$ cat config.mk
export PLATFORM = sky130hd
export DESIGN_NAME = mini_core
export DESIGN_NICKNAME = d
export VERILOG_FILES = /design/src/rtl/core_pkg.sv /design/src/rtl/core_regfile.sv /design/src/rtl/core_decode.sv /design/src/rtl/core_exec.sv /design/src/rtl/mini_core.sv
export SDC_FILE = /design/constraint.sdc
export NUM_CORES = 2
export LEC_CHECK = 0
export BUFFER_PORTS_ARGS = -buffer_cell sky130_fd_sc_hd__buf_2
export CAP_MARGIN = 5
export CORE_UTILIZATION = 55
export DETAILED_ROUTE_END_ITERATION = 8
export GPL_TIMING_DRIVEN = 0
export MAX_ROUTING_LAYER = met4
export PLACE_DENSITY = 0.76
export REMOVE_ABC_BUFFERS = 1
export SLEW_MARGIN = 20
export SYNTH_ARGS = -nofsm -noshare
export SYNTH_HDL_FRONTEND = slang
export SYNTH_SLANG_ARGS = --single-unit
$ cat constraint.sdc
create_clock -name clk -period 17.1 [get_ports clk]
set_clock_uncertainty 0.2 [all_clocks]
set_input_delay 1.71 -clock clk [delete_from_list [all_inputs] [get_ports clk]]
set_output_delay 1.71 -clock clk [all_outputs]
set_load 0.005 [all_outputs]
$ cat src/rtl/core_pkg.sv
package core_pkg;

    localparam int unsigned WORD_W    = 32;
    localparam int unsigned REG_IDX_W = 5;
    localparam int unsigned REG_COUNT = 1 << REG_IDX_W;
    localparam int unsigned OPC_W     = 6;

    // Major opcodes (bits 31:26)
    localparam logic [OPC_W-1:0] OPC_SPECIAL = 6'h00;
    localparam logic [OPC_W-1:0] OPC_J       = 6'h02;
    localparam logic [OPC_W-1:0] OPC_JAL     = 6'h03;
    localparam logic [OPC_W-1:0] OPC_BEQ     = 6'h04;
    localparam logic [OPC_W-1:0] OPC_BLEZ    = 6'h06;
    localparam logic [OPC_W-1:0] OPC_ADDIU   = 6'h09;
    localparam logic [OPC_W-1:0] OPC_LW      = 6'h23;
    localparam logic [OPC_W-1:0] OPC_SW      = 6'h2B;

    // Function codes under OPC_SPECIAL (bits 5:0)
    localparam logic [OPC_W-1:0] FN_SLL  = 6'h00;
    localparam logic [OPC_W-1:0] FN_JR   = 6'h08;
    localparam logic [OPC_W-1:0] FN_JALR = 6'h09;
    localparam logic [OPC_W-1:0] FN_ADDU = 6'h21;

    localparam logic [REG_IDX_W-1:0] LINK_REG = 5'd31;

    typedef enum logic [3:0] {
        K_ADDU,
        K_SLL,
        K_ADDIU,
        K_LW,
        K_SW,
        K_BEQ,
        K_BLEZ,
        K_J,
        K_JAL,
        K_JR,
        K_JALR,
        K_ILLEGAL
    } op_kind_e;

endpackage

$ cat src/rtl/core_regfile.sv
module core_regfile #(
    parameter int unsigned REG_COUNT = 32,
    parameter int unsigned DATA_W    = 32,
    localparam int unsigned IDX_W    = $clog2(REG_COUNT)
) (
    input  logic              clk,
    input  logic              rst,
    input  logic [IDX_W-1:0]  ra_idx,
    input  logic [IDX_W-1:0]  rb_idx,
    input  logic [IDX_W-1:0]  w_idx,
    input  logic              w_en,
    input  logic [DATA_W-1:0] w_data,
    output logic [DATA_W-1:0] ra_data,
    output logic [DATA_W-1:0] rb_data
);

    logic [DATA_W-1:0] bank [REG_COUNT];

    always_ff @(posedge clk) begin
        if (rst) begin
            for (int i = 0; i < REG_COUNT; i++) begin
                bank[i] <= '0;
            end
        end else if (w_en && (w_idx != '0)) begin
            bank[w_idx] <= w_data;
        end
    end

    // Entry zero is never written; the compare keeps it at zero regardless.
    always_comb begin
        ra_data = (ra_idx == '0) ? '0 : bank[ra_idx];
        rb_data = (rb_idx == '0) ? '0 : bank[rb_idx];
    end

endmodule

$ cat src/rtl/core_decode.sv
module core_decode
    import core_pkg::*;
(
    input  logic [WORD_W-1:0]    instr,
    output op_kind_e             kind,
    output logic [REG_IDX_W-1:0] rs_idx,
    output logic [REG_IDX_W-1:0] rt_idx,
    output logic [REG_IDX_W-1:0] wr_idx,
    output logic                 wr_en,
    output logic [WORD_W-1:0]    imm,
    output logic [4:0]           shamt,
    output logic [25:0]          jtgt
);

    logic [OPC_W-1:0]     opcode;
    logic [OPC_W-1:0]     funct;
    logic [REG_IDX_W-1:0] rd_idx;

    always_comb begin
        opcode = instr[31:26];
        funct  = instr[5:0];
        rd_idx = instr[15:11];
        rs_idx = instr[25:21];
        rt_idx = instr[20:16];
        shamt  = instr[10:6];
        jtgt   = instr[25:0];
        imm    = {{(WORD_W-16){instr[15]}}, instr[15:0]};
    end

    always_comb begin
        kind = K_ILLEGAL;
        unique case (opcode)
            OPC_SPECIAL: begin
                unique case (funct)
                    FN_SLL:  kind = K_SLL;
                    FN_ADDU: kind = K_ADDU;
                    FN_JR:   kind = K_JR;
                    FN_JALR: kind = K_JALR;
                    default: kind = K_ILLEGAL;
                endcase
            end
            OPC_J:     kind = K_J;
            OPC_JAL:   kind = K_JAL;
            OPC_BEQ:   kind = K_BEQ;
            OPC_BLEZ:  kind = K_BLEZ;
            OPC_ADDIU: kind = K_ADDIU;
            OPC_LW:    kind = K_LW;
            OPC_SW:    kind = K_SW;
            default:   kind = K_ILLEGAL;
        endcase
    end

    // Destination selection: R-form to rd, I-form to rt, link jump to r31.
    always_comb begin
        wr_en  = 1'b0;
        wr_idx = '0;
        unique case (kind)
            K_ADDU, K_SLL, K_JALR: begin
                wr_en  = 1'b1;
                wr_idx = rd_idx;
            end
            K_ADDIU, K_LW: begin
                wr_en  = 1'b1;
                wr_idx = rt_idx;
            end
            K_JAL: begin
                wr_en  = 1'b1;
                wr_idx = LINK_REG;
            end
            default: begin
                wr_en  = 1'b0;
                wr_idx = '0;
            end
        endcase
    end

endmodule

$ cat src/rtl/core_exec.sv
module core_exec
    import core_pkg::*;
(
    input  op_kind_e          kind,
    input  logic [WORD_W-1:0] pc,
    input  logic [WORD_W-1:0] rs_val,
    input  logic [WORD_W-1:0] rt_val,
    input  logic [WORD_W-1:0] imm,
    input  logic [WORD_W-1:0] load_data,
    input  logic [4:0]        shamt,
    input  logic [25:0]       jtgt,
    output logic [WORD_W-1:0] next_pc,
    output logic [WORD_W-1:0] wr_data,
    output logic [WORD_W-1:0] mem_addr,
    output logic              mem_we
);

    logic [WORD_W-1:0] pc_plus4;
    logic [WORD_W-1:0] branch_tgt;
    logic [WORD_W-1:0] jump_tgt;
    logic [WORD_W-1:0] sum_imm;

    always_comb begin
        pc_plus4   = pc + WORD_W'(4);
        branch_tgt = pc_plus4 + (imm << 2);
        jump_tgt   = {pc_plus4[WORD_W-1:28], jtgt, 2'b00};
        sum_imm    = rs_val + imm;
        mem_addr   = sum_imm;
    end

    always_comb begin
        next_pc = pc_plus4;
        wr_data = sum_imm;
        mem_we  = 1'b0;
        unique case (kind)
            K_ADDU:  wr_data = rs_val + rt_val;
            K_SLL:   wr_data = rt_val << shamt;
            K_ADDIU: wr_data = sum_imm;
            K_LW:    wr_data = load_data;
            K_SW:    mem_we  = 1'b1;
            K_BEQ: begin
                if (rs_val == rt_val) next_pc = branch_tgt;
            end
            K_BLEZ: begin
                if ($signed(rs_val) <= 0) next_pc = branch_tgt;
            end
            K_J:     next_pc = jump_tgt;
            K_JAL: begin
                next_pc = jump_tgt;
                wr_data = pc_plus4;
            end
            K_JR:    next_pc = rs_val;
            K_JALR: begin
                next_pc = rs_val;
                wr_data = pc_plus4;
            end
            default: begin
                next_pc = pc_plus4;
            end
        endcase
    end

endmodule

$ cat src/rtl/mini_core.sv
module mini_core
    import core_pkg::*;
#(
    parameter logic [WORD_W-1:0] RESET_PC = '0
) (
    input  logic              clk,
    input  logic              rst,
    output logic [WORD_W-1:0] imem_addr,
    input  logic [WORD_W-1:0] imem_rdata,
    output logic [WORD_W-1:0] dmem_addr,
    output logic [WORD_W-1:0] dmem_wdata,
    output logic              dmem_we,
    input  logic [WORD_W-1:0] dmem_rdata,
    output logic              illegal
);

    logic [WORD_W-1:0]    pc_q;
    op_kind_e             kind;
    logic [REG_IDX_W-1:0] rs_idx;
    logic [REG_IDX_W-1:0] rt_idx;
    logic [REG_IDX_W-1:0] wr_idx;
    logic                 wr_en;
    logic [WORD_W-1:0]    imm;
    logic [4:0]           shamt;
    logic [25:0]          jtgt;
    logic [WORD_W-1:0]    rs_val;
    logic [WORD_W-1:0]    rt_val;
    logic [WORD_W-1:0]    next_pc;
    logic [WORD_W-1:0]    wr_data;
    logic [WORD_W-1:0]    mem_addr;
    logic                 mem_we;
    logic                 rf_we;

    core_decode u_decode (
        .instr  (imem_rdata),
        .kind   (kind),
        .rs_idx (rs_idx),
        .rt_idx (rt_idx),
        .wr_idx (wr_idx),
        .wr_en  (wr_en),
        .imm    (imm),
        .shamt  (shamt),
        .jtgt   (jtgt)
    );

    core_regfile #(
        .REG_COUNT (REG_COUNT),
        .DATA_W    (WORD_W)
    ) u_regs (
        .clk     (clk),
        .rst     (rst),
        .ra_idx  (rs_idx),
        .rb_idx  (rt_idx),
        .w_idx   (wr_idx),
        .w_en    (rf_we),
        .w_data  (wr_data),
        .ra_data (rs_val),
        .rb_data (rt_val)
    );

    core_exec u_exec (
        .kind      (kind),
        .pc        (pc_q),
        .rs_val    (rs_val),
        .rt_val    (rt_val),
        .imm       (imm),
        .load_data (dmem_rdata),
        .shamt     (shamt),
        .jtgt      (jtgt),
        .next_pc   (next_pc),
        .wr_data   (wr_data),
        .mem_addr  (mem_addr),
        .mem_we    (mem_we)
    );

    // Program counter register
    always_ff @(posedge clk) begin
        if (rst) begin
            pc_q <= RESET_PC;
        end else begin
            pc_q <= next_pc;
        end
    end

    // Outputs and commit strobes, held off while reset is applied
    always_comb begin
        imem_addr  = pc_q;
        dmem_addr  = mem_addr;
        dmem_wdata = rt_val;
        dmem_we    = mem_we & ~rst;
        illegal    = (kind == K_ILLEGAL) & ~rst;
        rf_we      = wr_en & ~rst;
    end

endmodule

==> run summary <==
Tmin final -> 10.98 ns
CTS sink cnt -> 1056
Grt ovf -> 0
Outcome -> finished clean
Synth async-reset ratio -> 0%
FF-to-FF path depth -> 17
Worst-path clk slew -> 0.06 ns
Num rows -> 123
Area growth syn-to-layout -> 13.0%
Hold slack -> 0.501 ns
Pre-CTS setup slack -> 6.86 ns
Post-CTS Setup Bufs -> 0
Ratio of cells with drive above 1 in the final layout -> 24.7%
GRT met3 Usage -> 18.5%
# DRC -> 0
Number of fill cells -> 8140
Max cap viols -> 0
Met2 Usage GRT -> 64.4%
Worst-Margin Slew -> 1.34 ns
Max incr delay on CP -> 1.02 ns
Initial Utilization -> 55.6%
Clk_lat worst skew -> 0.79 ns
Relative slew slack -> 10.3%
Top FF cell, synth -> edfxtp_1
Most common cell after layout, fill and taps aside -> edfxtp_1
Routability cong. -> 1.05
Hold Path End -> imem_addr[1]
Slew Limit Fails -> 0
Fin nets -> 5063
Setup_tns -> 0 ns
Period utilisation layout -> 64.2%
Post-Syn Instances -> 4893
Flops & latches, synth -> 1056
I/O Pins -> 164
Root Buffer -> clkbuf_16
Critical path cell sequence -> buf_4 > or3b_4 > o22ai_1 > a211o_1 > a31oi_1 > ha_1 > o21ai_0 > o21ai_0 > a31oi_1 > o31ai_1 > nor2b_1 > o21ai_0 > and2_1 > xnor2_1 > buf_2
Synth cell types -> 95
Global-route wire length before repair -> 364000 um
Die X -> 339 um
CP max FO -> 39
Die height -> 339 um
CTS Buf Count -> 108
Drt pass-1 iters -> 7
Post-synthesis cell area -> 62600 um^2
DR WL/cell -> 40.6 um
Final setup violation count -> 0
DR vias/cell -> 7.76
Finished Layout Cells -> 6493
Critical Path Source Type -> input port
Via count -> 50400
EDFF count, synth -> 1024
Reg-to-reg slack, setup -> 9.87 ns
CP Class -> input port to output port
Cells after DPL -> 6292
R2R Path End -> u_regs.bank[2][28]
PortBufs -> 163
DRT antenna net count -> 0
Detailed placer's ending HPWL -> 178000 um
WP buf/inv -> 2
Initial antenna violation count -> 9
Achievable Freq -> 91.0 MHz
Pwr Density -> 101 nW/um^2
All-Layer GR Usage -> 46.8%
Mean post-synth cell area -> 12.8 um^2
Leakage power -> 25.9 nW
Final Hold Fails -> 0
Slack of the critical path -> 6.12 ns
CTS Hold Bufs -> 0
Vias in the first global route -> 48500
CP most frequent cell -> o21ai_0
Hold Crit Class -> flop to flop
Design area -> 70800 um^2
Post-cts sizing count -> 0
Largest net degree at the start of global routing -> 79
Max VDD drop -> 0.0855 mV
Ys Warns -> 0
FF-to-FF Start -> u_regs.bank[15][4]
Post-place instance area -> 67400 um^2
CP max-delay cell -> xnor2_1
CTS tree -> built
Crit path max-delay family -> compound AO/OA/AOI/OAI gates
GRT Max-Usage Layer -> met2
Commonest non-fill, non-tap cells in the layout -> edfxtp_1, nor2_1, mux4_2
Seq/Total Area, Yosys -> 50.1%
WP data required -> 15.19 ns
Hold Crit Start -> imem_addr[1]
Critical Path Sink Type -> output port
Met1 track demand over resource -> 57.2%
Reg area -> 31400 um^2
Routed WL -> 264000 um
Worst Hold Depth -> 3
H-tree depth -> 3
Area of the multi-input gates -> 30000 um^2
Core ar. -> 113000 um^2
Worst endpoint data arrival time -> 9.07 ns
Max clock buf depth -> 3
Initial detailed-routing violation count -> 9379
RSZ-0062 raised after global routing -> no
Die ar. -> 115000 um^2
[power breakdown]
group | total (mW) | internal (mW) | switching [mW]
Combinational | 1.86 | 0.634 | 1.23
Sequential | 2.98 | 2.93 | 0.0570
Clock | 2.31 | 1.23 | 1.08
Total | 7.15 | 4.79 | 2.36
[worst register-to-register path, delay by kind of cell (launching register included)]
kind | cells | cell delay [ns]
mux | 4 | 1.81
compound gates | 8 | 3.12
simple gates | 2 | 0.40
buf+inv | 2 | 0.52
flops | 1 | 0.39
fa+ha+maj | 1 | 0.48
[cells by family (layout without fill, tap and decap cells)]
group	after synthesis	in the layout	share of synthesized area (%)
DFF	1056	1056	50.1
adders and majority gates	95	95	1.93
muxes	707	707	22.6
and+or+nand+nor	1679	1679	11.6
other	1	41	0.00599
buffers and inverters	523	583	3.92
AOI/OAI and AO/OA	728	728	8.38
xor gates and xnor gates	104	104	1.45
[layout make-up]
class                      count  share of cell area [%]
timing repair buffer         327                    5.57
clock inverter                56                   0.691
antenna                        9                  0.0318
inverter                      64                   0.352
sequential                  1056                    44.4
tap                         1500                    2.65
multi-input combinational   3345                    42.3
clock buffer                 136                    4.00
[Yosys cell counts, types with 11 or more instances]
cell type / count / area [um^2]
edfxtp_1: 1024 / 30700
mux2i_1: 116 / 1160
buf_2: 134 / 671
ha_1: 92 / 1150
dfxtp_1: 32 / 641
nand3_1: 71 / 355
clkbuf_1: 245 / 920
or3_1: 15 / 93.8
xor2_1: 41 / 359
o22ai_1: 55 / 344
and3_1: 21 / 131
nand2b_1: 38 / 238
a21oi_1: 104 / 521
buf_6: 23 / 259
nor2_1: 964 / 3620
buf_4: 40 / 300
a22oi_1: 108 / 811
a21o_1: 51 / 383
a221o_1: 11 / 110
and2_1: 24 / 150
nor4_1: 24 / 150
mux4_2: 560 / 12600
o31ai_1: 13 / 97.6
a31oi_1: 78 / 488
mux2_2: 29 / 327
nand2_1: 242 / 908
a211oi_1: 26 / 195
buf_1: 17 / 63.8
nand4_1: 25 / 156
o21bai_1: 13 / 97.6
nor3_1: 191 / 956
inv_1: 60 / 225
xnor2_1: 63 / 552
a211o_1: 38 / 333
nor2b_1: 15 / 93.8
o21ai_0: 68 / 340
a221oi_1: 19 / 166
o221ai_1: 15 / 131
[per-stage QoR]
step	util (%)	total power [mW]
finish	62.8	7.15
global placement	56.1	4.66
floorplan	-	3.91
global route	62.8	7.26
CTS	62.8	7.04
detailed placement	59.8	4.79
[routing by layer]
| metal | part of all wire (%) | vias to the layer above |
|---|---|---|
| met3 | 18 | 1245 |
| met2 | 42 | 5285 |
| met4 | 8.1 | 0 |
| met5 | 0 | - |
| met1 | 32 | 24700 |
| li1 | - | 19100 |
[how the worst max path moves through the flow]
stage	from	endpoint	depth (start not counted)
2_1_floorplan	imem_rdata[20]	u_regs.bank[10][16]	14
3_3_place_gp	imem_rdata[21]	u_regs.bank[1][30]	17
3_5_place_dp	imem_rdata[25]	dmem_addr[30]	19
4_1_cts	imem_rdata[25]	dmem_addr[30]	19
5_1_grt	imem_rdata[25]	dmem_addr[25]	15
6_report	imem_rdata[25]	dmem_addr[25]	15
[registers in the layout, indices dropped and copies added, names as in the netlist]
signal and flops:
imem_addr 32, u_regs.bank 1024
No activity file was read; power rests on OpenSTA's default activity.
